### src/rtl/serport_pkg.sv
// Package: shared types and shift helpers for the dual-format serial port.
// Assumes an 8-bit frame for both the address byte and the data byte.
package serport_pkg;

    localparam int BYTE_W = 8;
    localparam int ADDR_W = BYTE_W - 1;
    localparam int CNT_W  = $clog2(2 * BYTE_W + 1);

    typedef logic [BYTE_W-1:0] byte_t;

    // Shift one serial bit into a byte register in the selected bit order.
    function automatic byte_t shift_in(byte_t v, logic b, logic lsb_first);
        return lsb_first ? {b, v[BYTE_W-1:1]} : {v[BYTE_W-2:0], b};
    endfunction

    // Advance a transmit register by one bit in the selected bit order.
    function automatic byte_t shift_out(byte_t v, logic lsb_first);
        return lsb_first ? {1'b0, v[BYTE_W-1:1]} : {v[BYTE_W-2:0], 1'b0};
    endfunction

    // Bit currently presented on the line for the selected bit order.
    function automatic logic line_bit(byte_t v, logic lsb_first);
        return lsb_first ? v[0] : v[BYTE_W-1];
    endfunction

endpackage

### src/rtl/ser_sync.sv
// Module: multi-bit input synchronizer.
// Each bit passes through STAGES flops. All bits share the same latency,
// so levels that change together are seen together. Assumes each input
// holds its level for longer than STAGES clocks.
module ser_sync #(
    parameter int WIDTH  = 5,
    parameter int STAGES = 2
) (
    input  logic             clk,
    input  logic             rst_n,
    input  logic [WIDTH-1:0] d,
    output logic [WIDTH-1:0] q
);

    logic [WIDTH-1:0] chain [STAGES];

    genvar s;
    generate
        for (s = 0; s < STAGES; s++) begin : g_stage
            if (s == 0) begin : g_first
                // First stage: capture the asynchronous inputs.
                always_ff @(posedge clk) begin
                    if (!rst_n) chain[0] <= '0;
                    else        chain[0] <= d;
                end
            end else begin : g_next
                // Later stages: settle the captured level.
                always_ff @(posedge clk) begin
                    if (!rst_n) chain[s] <= '0;
                    else        chain[s] <= chain[s-1];
                end
            end
        end
    endgenerate

    assign q = chain[STAGES-1];

endmodule

### src/rtl/ser_decode.sv
// Module: address decoder for the split read/write register space.
// Reads use indices 0 to NUM_REGS-1 with bit 7 clear. Writes use the same
// indices with bit 7 set, limited to those flagged in WR_MASK. Pure
// combinational logic on the full address byte.
module ser_decode
    import serport_pkg::*;
#(
    parameter int NUM_REGS = 7,
    parameter int IDX_W    = $clog2(NUM_REGS),
    parameter logic [(1<<IDX_W)-1:0] WR_MASK = 8'b0111_1001
) (
    input  byte_t addr_byte,
    output logic  rd_ok,
    output logic  wr_ok
);

    localparam logic [IDX_W:0] LIMIT = (IDX_W+1)'(NUM_REGS);

    logic             upper_zero;
    logic [IDX_W-1:0] idx;

    // Split the byte into its direction bit, unused high bits and index.
    always_comb begin
        idx        = addr_byte[IDX_W-1:0];
        upper_zero = (addr_byte[BYTE_W-2:IDX_W] == '0);
        rd_ok      = !addr_byte[BYTE_W-1] && upper_zero && ({1'b0, idx} < LIMIT);
        wr_ok      = addr_byte[BYTE_W-1] && upper_zero && WR_MASK[idx];
    end

    // a byte is never decoded as both a read and a write.
    always_comb begin
        assert_rd_wr_excl_R6: assert (!(rd_ok && wr_ok));
    end

endmodule

### src/rtl/ser_engine.sv
// Module: bit engine for the dual-format serial port.
// Counts serial-clock edges, assembles the address and data bytes in the
// bit order of the latched mode, raises the strobes and shifts read data
// out on falling edges. Assumes synchronized inputs, a serial clock that
// idles low, and rd_data valid one clock after rd_stb.
module ser_engine
    import serport_pkg::*;
(
    input  logic              clk,
    input  logic              rst_n,
    input  logic              ce_s,
    input  logic              sclk_s,
    input  logic              sdi_s,
    input  logic              sdio_s,
    input  logic              mode_s,
    input  byte_t             rd_data,
    input  logic              rd_ok,
    input  logic              wr_ok,
    output byte_t             addr_byte,
    output logic [ADDR_W-1:0] reg_addr,
    output byte_t             wr_data,
    output logic              wr_stb,
    output logic              rd_stb,
    output logic              sdo,
    output logic              sdio_o,
    output logic              sdio_oe
);

    localparam logic [CNT_W-1:0] ADDR_LAST = CNT_W'(BYTE_W - 1);
    localparam logic [CNT_W-1:0] DATA_FST  = CNT_W'(BYTE_W);
    localparam logic [CNT_W-1:0] DATA_LAST = CNT_W'(2 * BYTE_W - 1);
    localparam logic [CNT_W-1:0] FRAME_END = CNT_W'(2 * BYTE_W);

    logic             sclk_q, mode_l, is_rd, wr_ok_q, rd_ok_q, load_q;
    logic             rise, fall, din, rd_phase, bit_out;
    logic [CNT_W-1:0] cnt;
    byte_t            addr_sh, rx_sh, tx_sh, rx_nxt;

    // Edge detection and the incoming bit for the latched format.
    always_comb begin
        rise      = sclk_s && !sclk_q;
        fall      = !sclk_s && sclk_q;
        din       = mode_l ? sdio_s : sdi_s;
        addr_byte = shift_in(addr_sh, din, mode_l);
        rx_nxt    = shift_in(rx_sh, din, mode_l);
    end

    // Transaction sequencer: counting, capture, strobes and transmit shift.
    always_ff @(posedge clk) begin
        if (!rst_n) begin
            sclk_q   <= 1'b0;
            mode_l   <= 1'b0;
            cnt      <= '0;
            addr_sh  <= '0;
            rx_sh    <= '0;
            tx_sh    <= '0;
            is_rd    <= 1'b0;
            wr_ok_q  <= 1'b0;
            rd_ok_q  <= 1'b0;
            load_q   <= 1'b0;
            reg_addr <= '0;
            wr_data  <= '0;
            wr_stb   <= 1'b0;
            rd_stb   <= 1'b0;
        end else begin
            sclk_q <= sclk_s;
            wr_stb <= 1'b0;
            rd_stb <= 1'b0;
            load_q <= 1'b0;
            if (!ce_s) begin
                cnt     <= '0;
                mode_l  <= mode_s;
                is_rd   <= 1'b0;
                wr_ok_q <= 1'b0;
                tx_sh   <= '0;
            end else begin
                if (load_q) begin
                    tx_sh <= rd_ok_q ? rd_data : '0;
                end
                if (rise) begin
                    if (cnt < DATA_FST) begin
                        addr_sh <= addr_byte;
                    end else if (cnt < FRAME_END) begin
                        rx_sh <= rx_nxt;
                    end
                    if (cnt < FRAME_END) begin
                        cnt <= cnt + CNT_W'(1);
                    end
                    if (cnt == ADDR_LAST) begin
                        reg_addr <= addr_byte[ADDR_W-1:0];
                        is_rd    <= !addr_byte[BYTE_W-1];
                        wr_ok_q  <= wr_ok;
                        rd_ok_q  <= rd_ok;
                        rd_stb   <= rd_ok;
                        load_q   <= !addr_byte[BYTE_W-1];
                    end
                    if (cnt == DATA_LAST) begin
                        wr_data <= rx_nxt;
                        wr_stb  <= wr_ok_q;
                    end
                end else if (fall && is_rd && cnt > DATA_FST && cnt < FRAME_END) begin
                    tx_sh <= shift_out(tx_sh, mode_l);
                end
            end
        end
    end

    // Output drive: the data line is driven only in a read's data phase.
    always_comb begin
        rd_phase = ce_s && is_rd && (cnt >= DATA_FST);
        bit_out  = line_bit(tx_sh, mode_l);
        sdo      = (rd_phase && !mode_l) ? bit_out : 1'b0;
        sdio_o   = (rd_phase && mode_l) ? bit_out : 1'b0;
        sdio_oe  = rd_phase && mode_l;
    end

    // the write strobe is one clock wide.
    assert_wr_pulse_R3: assert property (@(posedge clk) disable iff (!rst_n)
        wr_stb |=> !wr_stb);

    // the read strobe is one clock wide.
    assert_rd_pulse_R6: assert property (@(posedge clk) disable iff (!rst_n)
        rd_stb |=> !rd_stb);

    // an unmapped read loads a zero byte for transmission.
    assert_unmapped_zero_R5: assert property (@(posedge clk) disable iff (!rst_n)
        (load_q && !rd_ok_q && ce_s) |=> (tx_sh == '0));

    // a write strobe only follows a cycle in which chip enable was live.
    assert_live_frame_R7: assert property (@(posedge clk) disable iff (!rst_n)
        wr_stb |-> $past(ce_s));

    // the line is driven only for a read in 3-wire format.
    assert_oe_read_R8: assert property (@(posedge clk) disable iff (!rst_n)
        sdio_oe |-> (is_rd && mode_l && ce_s));

    // the edge counter never passes the end of the frame.
    assert_cnt_bound_R10: assert property (@(posedge clk) disable iff (!rst_n)
        cnt <= FRAME_END);

    // the latched format cannot change while a frame is live.
    assert_mode_hold_R11: assert property (@(posedge clk) disable iff (!rst_n)
        (ce_s && $past(ce_s)) |-> $stable(mode_l));

endmodule

### src/rtl/dual_serial_regport.sv
// Module: dual-format serial register port (top).
// Synchronizes the serial pins into the system clock domain, decodes the
// split read/write address space and runs the shared bit engine.
// Assumes a serial clock that idles low and phases lasting several clocks.
module dual_serial_regport
    import serport_pkg::*;
#(
    parameter int SYNC_STAGES = 2,
    parameter int NUM_REGS    = 7
) (
    input  logic              clk,
    input  logic              rst_n,
    input  logic              ce,
    input  logic              sclk,
    input  logic              sdi,
    input  logic              sdio_i,
    input  logic              mode_3w,
    input  logic [7:0]        rd_data,
    output logic              sdo,
    output logic              sdio_o,
    output logic              sdio_oe,
    output logic [6:0]        reg_addr,
    output logic [7:0]        wr_data,
    output logic              wr_stb,
    output logic              rd_stb
);

    localparam int PINS = 5;

    logic [PINS-1:0] pins_s;
    byte_t           addr_byte;
    logic            rd_ok, wr_ok;

    ser_sync #(.WIDTH(PINS), .STAGES(SYNC_STAGES)) u_sync (
        .clk   (clk),
        .rst_n (rst_n),
        .d     ({ce, sclk, sdi, sdio_i, mode_3w}),
        .q     (pins_s)
    );

    ser_decode #(.NUM_REGS(NUM_REGS)) u_decode (
        .addr_byte (addr_byte),
        .rd_ok     (rd_ok),
        .wr_ok     (wr_ok)
    );

    ser_engine u_engine (
        .clk       (clk),
        .rst_n     (rst_n),
        .ce_s      (pins_s[4]),
        .sclk_s    (pins_s[3]),
        .sdi_s     (pins_s[2]),
        .sdio_s    (pins_s[1]),
        .mode_s    (pins_s[0]),
        .rd_data   (rd_data),
        .rd_ok     (rd_ok),
        .wr_ok     (wr_ok),
        .addr_byte (addr_byte),
        .reg_addr  (reg_addr),
        .wr_data   (wr_data),
        .wr_stb    (wr_stb),
        .rd_stb    (rd_stb),
        .sdo       (sdo),
        .sdio_o    (sdio_o),
        .sdio_oe   (sdio_oe)
    );

    // no write strobe ever reaches a read-only location.
    assert_ro_skip_R4: assert property (@(posedge clk) disable iff (!rst_n)
        wr_stb |-> (reg_addr != 7'd1 && reg_addr != 7'd2));

    // the two strobes never coincide.
    assert_strobe_excl_R3: assert property (@(posedge clk) disable iff (!rst_n)
        !(wr_stb && rd_stb));

endmodule

### config.mk
export PLATFORM = sky130hd
export DESIGN_NAME = dual_serial_regport
export DESIGN_NICKNAME = d
export VERILOG_FILES = /design/src/rtl/serport_pkg.sv /design/src/rtl/ser_sync.sv /design/src/rtl/ser_decode.sv /design/src/rtl/ser_engine.sv /design/src/rtl/dual_serial_regport.sv
export SDC_FILE = /design/constraint.sdc
export NUM_CORES = 1
export LEC_CHECK = 0
export CAP_MARGIN = 30
export CORE_UTILIZATION = 67
export DETAILED_ROUTE_END_ITERATION = 8
export DONT_BUFFER_PORTS = 1
export PLACE_DENSITY = 0.92
export SYNTH_ARGS = -nofsm -noshare
export SYNTH_HDL_FRONTEND = slang
export SYNTH_SLANG_ARGS = --single-unit
### constraint.sdc
create_clock -name clk -period 4.9 [get_ports clk]
set_input_delay 0.98 -clock clk [delete_from_list [all_inputs] [get_ports clk]]
set_output_delay 0.98 -clock clk [all_outputs]
set_load 0.1 [all_outputs]
==> Word-level counts from Yosys, hierarchy flattened <==
Memory sizes are Yosys's and may differ from the RTL's.
Index checks and enable logic that the tools add are counted.
W data, S select, Z words.
{ "op_classes": {"addsub": 1, "n_mul": 0, "div_mod_pow": 0, "n_lt_le_gt_ge": 6, "eq_ne": 2, "n_shift": 0, "muxes": 16, "bitwise_logic": 3, "reduce_logical": 27} }
{ "ops": {"columns": ["operator", "n"], "rows": [
  ["$mux W8", 7],
  ["$logic_and A1 B1 Y1", 13],
  ["$reduce_and A4 Y1", 3],
  ["$mux W5", 2],
  ["$reduce_and A3 Y1", 3],
  ["$mux W1", 7],
  ["$reduce_and A2 Y1", 3],
  ["$add A5 B1 Y5 const B", 1],
  ["$eq A5 B3 Y1 const B", 1],
  ["$eq A5 B4 Y1 const B", 1],
  ["$ge A5 B4 Y1 const B", 1],
  ["$gt A5 B4 Y1 const B", 1],
  ["$lt A5 B4 Y1 const B", 1],
  ["$lt A5 B5 Y1 const B", 1],
  ["$logic_not A1 Y1", 4],
  ["$logic_not A4 Y1", 1],
  ["$lt A3 B4 Y1 const B", 1],
  ["$lt A3 B3 Y1 const B", 1],
  ["$or A1 B1 Y1", 2],
  ["$not A1 Y1", 1]
]} }
{ "totals": {"reg_bits": 52, "latch_bits": 0, "ramBits": 10, "romBits": 8, "in_bits": 15, "output_inout_bits": 20, "elab_cells": 71, "n_memories": 2} }
{ "mem_list": {"columns": ["memory", "depth", "width", "rd", "rd_ports_with_merged_regs", "wr", "line", "source"], "rows": [
  ["u_sync.chain", 2, 5, 2, 0, 2, "ser_sync.sv:15", "logic [WIDTH-1:0] chain [STAGES];"],
  ["(name not given)", 8, 1, 1, 0, 0, "ser_decode.sv:27", "wr_ok = addr_byte[BYTE_W-1] && upper_zero && WR_MASK[idx];"]
]} }

==> Logic depth before layout (Yosys ltp) <==
{ "depth": {"depth_word": 7, "mapped_depth": 8, "depth_no_buf": 6} }

==> Cells and area by module <==
Synthesis repeated with hierarchy kept, for this count alone.
{ "hier_totals": {"hier_cells": 258, "area_unflattened_um2": 2682.6} }
{ "by_module_without_submodules": {"columns": ["module", "instances", "cells_each", "area_each_um2", "seq_area_each_um2"], "rows": [
  ["ser_engine", 1, 233, 2362.3, 1041.0],
  ["ser_sync", 1, 20, 262.8, 200.2],
  ["ser_decode", 1, 5, 57.6, 0.0]
]} }

==> Worst setup path after synthesis <==
No wires, ideal clock.
{ "synth_path": {"path_kind": "register -> output", "startpoint": "register u_engine.mode_l", "endpoint": "output sdio_o", "arrival_time_ps": 2894, "slack_ps": 1026, "path_stages_with_launch": 6, "path_buffers": 2, "cell_sequence": "dfxtp_1 -> buf_6 -> buf_6 -> inv_1 -> nor2_1 -> and2_1"} }
{ "synth_via": {"elab_chain_len": 2, "elab_cells_between_ends": 3} }
{ "synth_rtl": {"columns": ["element", "line", "source"], "rows": [
  ["start, declared", "ser_engine.sv:34", "logic sclk_q, mode_l, is_rd, wr_ok_q, rd_ok_q, load_q;"],
  ["start signal, assigned", "ser_engine.sv:72", "mode_l <= mode_s;"],
  ["$logic_and A1 B1 Y1", null, null],
  ["net sdio_oe", "dual_serial_regport.sv:21", "output logic sdio_oe,"],
  ["$mux W1", "ser_engine.sv:113", "sdio_o = (rd_phase && mode_l) ? bit_out : 1'b0;"],
  ["end, declared", "dual_serial_regport.sv:20", "output logic sdio_o,"]
]} }
The timed path passes the listed nets, and every way through them passes these cells.

==> Worst setup path in the final report <==
{ "layout_path": {"startpoint": "register u_engine.cnt[3]", "endpoint": "output sdio_o"} }
{ "layout_via": {"elab_chain_len": 4} }
{ "layout_rtl": {"columns": ["element", "line", "source"], "rows": [
  ["start, declared", "ser_engine.sv:36", "logic [CNT_W-1:0] cnt;"],
  ["start signal, assigned", "ser_engine.sv:87", "cnt <= cnt + CNT_W'(1);"],
  ["$ge A5 B4 Y1", "ser_engine.sv:110", "rd_phase = ce_s && is_rd && (cnt >= DATA_FST);"],
  ["$logic_and A1 B1 Y1", "ser_engine.sv:110", null],
  ["$logic_and A1 B1 Y1", null, null],
  ["net sdio_oe", "dual_serial_regport.sv:21", null],
  ["$mux W1", "ser_engine.sv:113", null]
]} }
The timed path passes the listed nets, and every way through them passes these cells.

==> results by group <==
Outcome
  • Status: finished clean

Yosys
  • Synth top cells by count: dfxtp_1 (62), nand2_1 (37), o211a_1 (31)
  • Synthesized cell area: between 2000 and 3000 µm²
  • Syn_nets: 278
  • Synth Flop Type: dfxtp_1
  • Seq/Total Area, Yosys: between 40 and 50%
  • Synth area leaders: dfxtp_1 (46%), o211a_1 (12%), mux2i_1 (8.6%)
  • FF+latch count, synth: a little over 60
  • Syn Inst Count: roughly 260
  • Number of enable flip-flop cells after synthesis: 0
  • Synth top area share: 46.36%
  • Syn_area_per_cell: 10.34 µm²
  • Asr flop ratio synth: 0%
  • Synth area leader: dfxtp_1
  • Unique masters post-synth: 42
  • Most common cell in the netlist: dfxtp_1
  • Synth warnings: 0

STA
  • Setup ws final: 1680 ps
  • Minimum hold slack: ~430 ps
  • Setup TNS Final: 0 ps
  • Slew Limit Fails: 0
  • Hold violation count in the final report: 0
  • Worst-Margin Slew: 984.2 ps
  • Worst slew margin: 34.30%
  • Min cycle time layout: approximately 3200 ps
  • Clk_skew: ~7.7 ps
  • Fmax: 310.6 MHz
  • Unrepaired setup endpoints after global routing: no
  • Final-report setup violation count: 0
  • Crit share post-route: 65.71%

Power
  • P per Cell Area: 328.4 nW/µm²
  • Leakage: between 1 and 1.5 nW
  • P_sw: between 150 and 200 µW
  • Maximum VDD drop: 0.2740 mV
  • Seq pwr share: 54.9%
  • Internal power: 743.8 µW
  • Gate power share: 1.9%
  • Clock share of power: 43.3%
  • Switching part of the total power: 20.46%

Setup path
  • RR Startpoint: u_engine.mode_l
  • CP Launch Point: u_engine.cnt[3]
  • Reg-to-reg slack, setup: 2870 ps
  • Critical Path Slowest Stage Cell: and2_1
  • Crit path cell chain: or2_4, nand3_1, nor2_2, buf_4, and2_1
  • Crit Reg-Reg Endpoint: u_engine.wr_ok_q
  • Critical Path End Type: output port
  • Required @ worst endpoint: 3920 ps
  • Startpoint types: flop
  • CP arrival: 2240 ps
  • Largest driver fanout on the critical path: 4
  • Type of the worst setup path: flop to output port
  • Crit-path max cell delay: 820 ps
  • Reg2Reg Depth: 7
  • Setup crit end: sdio_o

Place
  • Place WS: 2034 ps
  • DPL Wire Length: 3078 µm
  • Input/output buffers: 0
  • Post-DP Area: 2668 µm²
  • Final RePlAce weighted congestion: 0.8130

Die
  • Top-Level Pins: 35
  • Die Span Y: about 65 µm
  • Row count: 22
  • Starting Density: about 72%
  • DIE WIDTH: 65.22 µm
  • Die area: between 4000 and 5000 µm²
  • Core box area: roughly 3700 µm²

GRT
  • Initial antenna violation count: 0
  • Total gr overflow: 0
  • Largest net degree at the start of global routing: 51
  • GRT Util Overall: 25.02%
  • First-pass GRT wire length: 7928 µm
  • Vias in the first global route: about 1800

Clocking
  • Clock Latency Late Sink: 340 ps
  • Num CTS Buffers: 9
  • Clock slew at reported path FFs: 60 ps
  • Hold Buf Count CTS: 0
  • Postcts setup bufs: 0
  • Resize count post-CTS: 0
  • Clock tree buffer depth: 2
  • H-tree level count: 3
  • CTS root buffer: clkbuf_8
  • CTS tree: yes
  • Sink Count: 62

Run
  • Max-cap violations: 0

Cells and area
  • Diode count: 0
  • Area delta synth->final: 6.355%
  • Proportion of layout cells with a drive suffix above 1: ~11%
  • Nets: 275
  • Fin area: roughly 2800 µm²

Route
  • First-pass DRT Iterations: 4
  • DR vias/cell: 6.061
  • Drt drc: 0
  • Routed Antenna Nets: 0
  • Drt total wl: 4752 µm
  • Vias: 1873
  • Routed len/inst: about 15 µm
  • Initial DRC Count: 166

Hold path
  • Hold Path Class: flop to flop
-- cells by family after synthesis --
logic type / synth area share (%)
flops: 46.36
compound gates: 18.97
simple gates: 17.85
xor+xnor: 0.9815
buf+inv: 5.374
fa+ha+maj: 1.869
mux: 8.598
-- worst min path at each step --
| stage | from | end | slack, ps | cells after the start |
|---|---|---|---|---|
| after floorplan | u_sync.chain[0][0] | u_sync.chain[1][0] | 410 | 1 |
| after global placement | u_sync.chain[0][3] | u_sync.chain[1][3] | 410 | 1 |
| after detailed placement | u_sync.chain[0][2] | u_sync.chain[1][2] | 420 | 1 |
| after CTS | u_sync.chain[0][2] | u_sync.chain[1][2] | 430 | 1 |
| after global routing | u_sync.chain[0][2] | u_sync.chain[1][2] | 440 | 1 |
| final | u_sync.chain[0][2] | u_sync.chain[1][2] | 430 | 1 |
-- state kept, by name, indices dropped and copies added, names as in the netlist, 5 cells and up --
name               count
u_engine.tx_sh         8
u_engine.rx_sh         8
u_engine.addr_sh       8
u_engine.wr_data       8
u_sync.chain          10
u_engine.reg_addr      7
u_engine.cnt           5
-- per-stage QoR --
| step | utilization, % | total power, mW | cells |
|---|---|---|---|
| detailed placement | 71.26 | 0.5415 | 293 |
| floorplan | - | 0.5436 | 259 |
| finish | 76.07 | 0.9351 | 309 |
| global route | 76.07 | 0.9661 | 309 |
| global placement | 71.26 | 0.5406 | 293 |
| CTS | 76.07 | 0.9393 | 309 |
-- cell usage in the layout (no fill, tap or decap), drive strengths merged, types with 2 or more instances in the layout --
cell and n:
nor2b 4, o211a 31, a221oi 6, nand3 4, xor2 2, buf 2
nand3b 2, nand4 2, or2 3, a211oi 6, a21oi 4, clkbuf 17
nand2 37, nand2b 2, inv 7, nor3 2, nor2 9, a22oi 2
ha 4, and2 13, and3 4, mux2i 23, nor3b 3, dfxtp 62
-- routing by layer --
layer / routed length, µm / GRT usage [%] / share of wire (%)
met1: 2065 / 30.24 / 43
met5: 0 / 0 / 0
met3: 237 / 9.896 / 5.0
met4: 54 / 9.783 / 1.1
met2: 2395 / 39.69 / 50
-- worst max-delay path, delay by kind of cell (launching register included) --
kind | cells | cell delay [ps]
AND/OR/NAND/NOR | 4 | 1240
flip-flops | 1 | 370
buffers and inverters | 1 | 290
-- power by group through the flow --
| stage | sequential (mW) | clock (mW) | combinational, mW |
|---|---|---|---|
| 6_report | 0.513 | 0.405 | 0.0174 |
| 5_1_grt | 0.513 | 0.434 | 0.0191 |
| 4_1_cts | 0.513 | 0.409 | 0.0175 |
| 3_5_place_dp | 0.524 | 0 | 0.0175 |
| 3_3_place_gp | 0.524 | 0 | 0.0169 |
| 2_1_floorplan | 0.522 | 0 | 0.0212 |
-- area by class of cell --
| type | count | area [µm²] |
|---|---|---|
| Clock buffer | 16 | 180.2 |
| Sequential cell | 62 | 1241 |
| Inverter | 7 | 26.28 |
| Tap cell | 48 | 60.06 |
| Fill cell | 256 | 895.9 |
| Multi-Input combinational cell | 173 | 1300 |
| Timing Repair Buffer | 3 | 40.04 |
Note: power is estimated with default switching activity, not from simulation.
